<file path="src/rtl/kbdisp_pkg.sv">
package kbdisp_pkg;
  parameter int REG_W  = 32;
  parameter int BYTE_W = 8;

  typedef enum logic [1:0] {
    SEL_KSTAT = 2'd0,
    SEL_KDATA = 2'd1,
    SEL_DSTAT = 2'd2,
    SEL_DDATA = 2'd3
  } reg_sel_e;

  typedef struct packed {
    logic ie;
    logic ready;
  } dev_stat_t;

  // status word: bit 0 ready, bit 1 interrupt enable, rest zero
  function automatic logic [REG_W-1:0] pack_stat(dev_stat_t s);
    logic [REG_W-1:0] w;
    w    = '0;
    w[0] = s.ready;
    w[1] = s.ie;
    return w;
  endfunction

  // data word: byte in the low bits, rest zero
  function automatic logic [REG_W-1:0] pack_byte(logic [BYTE_W-1:0] b);
    logic [REG_W-1:0] w;
    w            = '0;
    w[BYTE_W-1:0] = b;
    return w;
  endfunction

  function automatic logic irq_of(dev_stat_t a, dev_stat_t b);
    return (a.ready & a.ie) | (b.ready & b.ie);
  endfunction
endpackage

</file>
<file path="src/rtl/kbdisp_decode.sv">
module kbdisp_decode
  import kbdisp_pkg::*;
#(
  parameter int              ADDR_W    = 32,
  parameter logic [ADDR_W-1:0] BASE_ADDR = 'hffff_0000
) (
  input  logic              bus_sel,
  input  logic              bus_we,
  input  logic [ADDR_W-1:0] bus_addr,
  output logic              hit,
  output reg_sel_e          sel,
  output logic              rd_en,
  output logic              wr_en
);
  localparam int WIN_LSB = 4;

  logic base_match;
  logic aligned;

  assign base_match = (bus_addr[ADDR_W-1:WIN_LSB] == BASE_ADDR[ADDR_W-1:WIN_LSB]);
  assign aligned    = (bus_addr[1:0] == 2'b00);
  assign hit        = bus_sel & base_match & aligned;
  assign sel        = reg_sel_e'(bus_addr[3:2]);
  assign rd_en      = hit & ~bus_we;
  assign wr_en      = hit & bus_we;
endmodule

</file>
<file path="src/rtl/kbdisp_kbd_chan.sv">
module kbdisp_kbd_chan
  import kbdisp_pkg::*;
(
  input  logic              clk,
  input  logic              rst_n,
  input  logic              key_valid,
  input  logic [BYTE_W-1:0] key_byte,
  input  logic              take,
  input  logic              ie_wr,
  input  logic              ie_val,
  output logic              key_ready,
  output dev_stat_t         stat,
  output logic [BYTE_W-1:0] byte_q,
  output logic              load
);
  logic flag_q;
  logic ie_q;

  assign load      = key_valid & ~flag_q;
  assign key_ready = ~flag_q;

  always_ff @(posedge clk or negedge rst_n) begin
    if (!rst_n) begin
      flag_q <= 1'b0;
      ie_q   <= 1'b0;
      byte_q <= '0;
    end else begin
      if (ie_wr) ie_q <= ie_val;
      if (load) begin
        flag_q <= 1'b1;
        byte_q <= key_byte;
      end else if (take) begin
        flag_q <= 1'b0;
      end
    end
  end

  assign stat.ready = flag_q;
  assign stat.ie    = ie_q;
endmodule

</file>
<file path="src/rtl/kbdisp_disp_chan.sv">
module kbdisp_disp_chan
  import kbdisp_pkg::*;
(
  input  logic              clk,
  input  logic              rst_n,
  input  logic              push_req,
  input  logic [BYTE_W-1:0] push_byte,
  input  logic              ie_wr,
  input  logic              ie_val,
  input  logic              out_ready,
  output logic              out_valid,
  output logic [BYTE_W-1:0] out_byte,
  output dev_stat_t         stat,
  output logic              push,
  output logic              pop
);
  logic pend_q;
  logic ie_q;

  assign push = push_req & ~pend_q;
  assign pop  = pend_q & out_ready;

  always_ff @(posedge clk or negedge rst_n) begin
    if (!rst_n) begin
      pend_q   <= 1'b0;
      ie_q     <= 1'b0;
      out_byte <= '0;
    end else begin
      if (ie_wr) ie_q <= ie_val;
      if (push) begin
        pend_q   <= 1'b1;
        out_byte <= push_byte;
      end else if (pop) begin
        pend_q <= 1'b0;
      end
    end
  end

  assign out_valid  = pend_q;
  assign stat.ready = ~pend_q;
  assign stat.ie    = ie_q;
endmodule

</file>
<file path="src/rtl/kbdisp_io.sv">
module kbdisp_io
  import kbdisp_pkg::*;
#(
  parameter int              ADDR_W    = 32,
  parameter logic [ADDR_W-1:0] BASE_ADDR = 'hffff_0000
) (
  input  logic              clk,
  input  logic              rst_n,
  input  logic              bus_sel,
  input  logic              bus_we,
  input  logic [ADDR_W-1:0] bus_addr,
  input  logic [REG_W-1:0]  bus_wdata,
  output logic [REG_W-1:0]  bus_rdata,
  output logic              bus_hit,
  input  logic              kbd_in_valid,
  input  logic [BYTE_W-1:0] kbd_in_byte,
  output logic              kbd_in_ready,
  output logic              disp_out_valid,
  output logic [BYTE_W-1:0] disp_out_byte,
  input  logic              disp_out_ready,
  output logic              irq
);
  reg_sel_e          sel;
  logic              rd_en, wr_en;
  dev_stat_t         kbd_stat, disp_stat;
  logic [BYTE_W-1:0] kbd_byte;

  // named internal events, brought out for the checker
  logic kbd_load, kbd_take, disp_wr_req, disp_push, disp_pop;
  logic kbd_flag, kbd_ie, disp_ie;

  logic unused_wdata;
  assign unused_wdata = &{1'b0, bus_wdata[REG_W-1:BYTE_W]};

  kbdisp_decode #(.ADDR_W(ADDR_W), .BASE_ADDR(BASE_ADDR)) u_dec (
    .bus_sel (bus_sel),
    .bus_we  (bus_we),
    .bus_addr(bus_addr),
    .hit     (bus_hit),
    .sel     (sel),
    .rd_en   (rd_en),
    .wr_en   (wr_en)
  );

  assign kbd_take    = rd_en & (sel == SEL_KDATA);
  assign disp_wr_req = wr_en & (sel == SEL_DDATA);

  kbdisp_kbd_chan u_kbd (
    .clk      (clk),
    .rst_n    (rst_n),
    .key_valid(kbd_in_valid),
    .key_byte (kbd_in_byte),
    .take     (kbd_take),
    .ie_wr    (wr_en & (sel == SEL_KSTAT)),
    .ie_val   (bus_wdata[1]),
    .key_ready(kbd_in_ready),
    .stat     (kbd_stat),
    .byte_q   (kbd_byte),
    .load     (kbd_load)
  );

  kbdisp_disp_chan u_disp (
    .clk      (clk),
    .rst_n    (rst_n),
    .push_req (disp_wr_req),
    .push_byte(bus_wdata[BYTE_W-1:0]),
    .ie_wr    (wr_en & (sel == SEL_DSTAT)),
    .ie_val   (bus_wdata[1]),
    .out_ready(disp_out_ready),
    .out_valid(disp_out_valid),
    .out_byte (disp_out_byte),
    .stat     (disp_stat),
    .push     (disp_push),
    .pop      (disp_pop)
  );

  assign kbd_flag = kbd_stat.ready;
  assign kbd_ie   = kbd_stat.ie;
  assign disp_ie  = disp_stat.ie;

  always_comb begin
    bus_rdata = '0;
    if (rd_en) begin
      case (sel)
        SEL_KSTAT: bus_rdata = pack_stat(kbd_stat);
        SEL_KDATA: bus_rdata = pack_byte(kbd_byte);
        SEL_DSTAT: bus_rdata = pack_stat(disp_stat);
        SEL_DDATA: bus_rdata = pack_byte(disp_out_byte);
        default:   bus_rdata = '0;
      endcase
    end
  end

  assign irq = irq_of(kbd_stat, disp_stat);
endmodule

</file>
<file path="config.mk">
export PLATFORM = sky130hd
export DESIGN_NAME = kbdisp_io
export DESIGN_NICKNAME = d
export VERILOG_FILES = /design/src/rtl/kbdisp_pkg.sv /design/src/rtl/kbdisp_decode.sv /design/src/rtl/kbdisp_kbd_chan.sv /design/src/rtl/kbdisp_disp_chan.sv /design/src/rtl/kbdisp_io.sv
export SDC_FILE = /design/constraint.sdc
export NUM_CORES = 1
export LEC_CHECK = 0
export ABC_AREA = 0
export BUFFER_PORTS_ARGS = -buffer_cell sky130_fd_sc_hd__buf_2
export CAP_MARGIN = 20
export CORE_UTILIZATION = 40
export DETAILED_ROUTE_END_ITERATION = 6
export PLACE_DENSITY = 0.85
export RECOVER_POWER = 25
export SLEW_MARGIN = 15
export SYNTH_ARGS = -nofsm -noshare
export SYNTH_HDL_FRONTEND = slang
export SYNTH_HIERARCHICAL = 1
export SYNTH_SLANG_ARGS = --single-unit
</file>
<file path="constraint.sdc">
create_clock -name clk -period 3.1 [get_ports clk]
set_input_delay 0.62 -clock clk [delete_from_list [all_inputs] [get_ports clk]]
set_output_delay 0.62 -clock clk [all_outputs]
set_load 0.03 [all_outputs]
</file>
==> results.py <==
metrics = {
    "power": {
        "p_sw_w": 0.000138,
        "p_clk_frac": 0.286,
        "sw_frac_of_total": 0.269,
        "ir_worst_vdd_mv": 0.235,
        "leakage_nw": 0.923,
        "intPower_w": 0.000374,
        "p_per_area_mw_per_mm2": 310,
        "pwr-share-seq": 0.526,
        "comb_power_share": 0.188,
    },
    "die": {
        "start_util": 0.431,
        "fp.dieW_um": 59.9,
        "ios": 122,
        "die_area_mm2": 0.00358,
        "die_y_um": 59.9,
        "core_area_mm2": 0.00310,
        "std_cell_rows": 20,
    },
    "hold_path": {
        "min_path_type": "input port to asynchronous set/reset pin",
    },
    "clock_network": {
        "cts_made_buffers": 3,
        "ctsHoldBuffers": 0,
        "cts_sinks": 20,
        "clockBufferDepth": 2,
        "cts_htree_levels": 1,
        "insertion_delay_ps": 290,
        "cts_root_buf": "clkbuf_4",
        "clk_pin_slew_ps": 110,
        "post_cts_buffers": 0,
        "cts_tree": "yes",
        "ctsResizeCount": 0,
    },
    "drt": {
        "drc": 0,
        "via_per_inst": 4.48,
        "routed_wl_um": 2700,
        "dr.pass1.iters": 4,
        "drtIter0Drc": 12,
        "wire_per_inst_um": 11.8,
        "vias": 1021,
        "antenna_left": 0,
    },
    "timing": {
        "final-hold-violation-count": 0,
        "tightest_slew_ps": 1050,
        "finalSetupTns_ps": 0,
        "grt_setup_unrepaired": "false",
        "clock.fmax_mhz": 340,
        "slew_viol_final": 0,
        "setup_viol": 0,
        "timing.final.crit_share": 0.948,
        "period_minus_slack_ps": 2940,
        "fin_skew_ps": 2.13,
        "slew_headroom": 0.303,
    },
    "critical_path": {
        "r2r-start": "u_kbd/flag_q",
        "cp_max_fo": 7,
        "crit_arrival_ps": 2320,
        "end_kind": "output port",
        "crit_required_ps": 2480,
        "rrSetupSlack_ps": 1900,
        "worst_r2r_endpoint": "u_kbd/byte_q[4]",
        "reg2regPathDepth": 3,
        "crit_type": "input port to output port",
        "start_kind": "input port",
    },
    "final_layout": {
        "fin_util": 0.532,
        "drive_gt1_frac": 0.543,
        "nNetsFinal": 263,
        "area_delta_synth_final_pct": 23.3,
        "diodes": 0,
    },
    "placed_design": {
        "place_congestion": 0.767,
        "io_buffers": 73,
        "hpwl_um": 2230,
    },
    "global_route": {
        "grt_max_degree": 21,
        "grt_pass1_vias": 986,
        "grt_usage": 0.159,
        "grt_pass1_wl_um": 4200,
        "antenna_found_initial": 0,
        "grt_overflow": 0,
    },
    "yosys": {
        "syn-cell-area_mm2": 0.00134,
        "synth_area_per_cell_um2": 11.7,
        "ys_warn_count": 6,
        "postSynthCellCount": 114,
    },
    "status": {
        "status": "finished, final reports clean",
    },
    "run": {
        "drv_cap": 0,
    },
}
-- worst max-delay path by stage --
stage                           start      endpoint
after floorplan           bus_addr[1]  bus_rdata[2]
after global placement    bus_addr[1]  bus_rdata[6]
after detailed placement  bus_addr[1]  bus_rdata[5]
after CTS                 bus_addr[1]  bus_rdata[5]
after global routing      bus_addr[1]  bus_rdata[2]
final                     bus_addr[1]  bus_rdata[5]
-- state kept, by name (all words and copies together), names as in the netlist --
register / count
u_disp/out_byte: 8
u_disp/out_valid: 1
u_kbd/byte_q: 8
u_disp/ie_q: 1
u_kbd/ie_q: 1
u_kbd/flag_q: 1
-- cell usage in the layout (no fill, tap or decap) --
master and count:
buf_4 2, or4_4 1, and3_2 1, inv_1 3
nor3b_1 1, nor3_2 2, and4_1 1, nor2b_1 2
dfrtp_1 20, conb_1 24, a22o_1 1, nor4_1 2
mux4_1 2, mux2i_1 6, nand4_1 3, nand4b_1 1
clkbuf_8 1, nor2_1 9, mux2_2 2, nand2_1 2
or3b_1 1, mux2_4 16, clkbuf_1 1, and2_1 2
o21bai_1 2, nor4b_1 1, clkbuf_4 3, buf_2 72
-- power by group through the flow --
stage                     Combinational [W]  Clock [W]  Sequential, W
after CTS                         0.0000966   0.000153       0.000269
after global placement            0.0000954          0       0.000274
after floorplan                   0.0000825          0       0.000273
after global routing               0.000105   0.000159       0.000270
final                             0.0000964   0.000146       0.000269
after detailed placement          0.0000963          0       0.000274
-- cell type report --
cell class	instances	area, um^2
fillers	286	1450
clock buffers	4	36.3
flip-flops and latches	20	500
multi-input cells	82	668
repair buffers	75	379
inverters	3	11.3
well taps	44	55.1
-- per-stage QoR --
stage / instances / hold WS [ps] / worst slack, ps / instance area [um^2] / total power [W]
2_1_floorplan: 137 / 324 / 328 / 1430 / 0.000356
3_3_place_gp: 224 / 491 / 165 / 1620 / 0.000369
3_5_place_dp: 224 / 498 / 147 / 1620 / 0.000370
4_1_cts: 228 / 246 / 124 / 1650 / 0.000519
5_1_grt: 228 / 492 / 48.1 / 1650 / 0.000534
6_report: 228 / 478 / 162 / 1650 / 0.000512
-- routing by layer --
metal,track usage,vias to the layer above,share of wire
met2,0.292,60,0.52
met5,0,-,0
met1,0.175,473,0.38
li1,-,484,-
met3,0.0281,4,0.079
met4,0.0764,0,0.014
-- critical path, stage by stage --
cell	delay [ps]
buf_2	90
or3b_1	360
or4_4	450
nor3_2	180
nand2_1	220
nor2_1	180
buf_2	220
No activity file was read; power rests on OpenSTA's default activity.
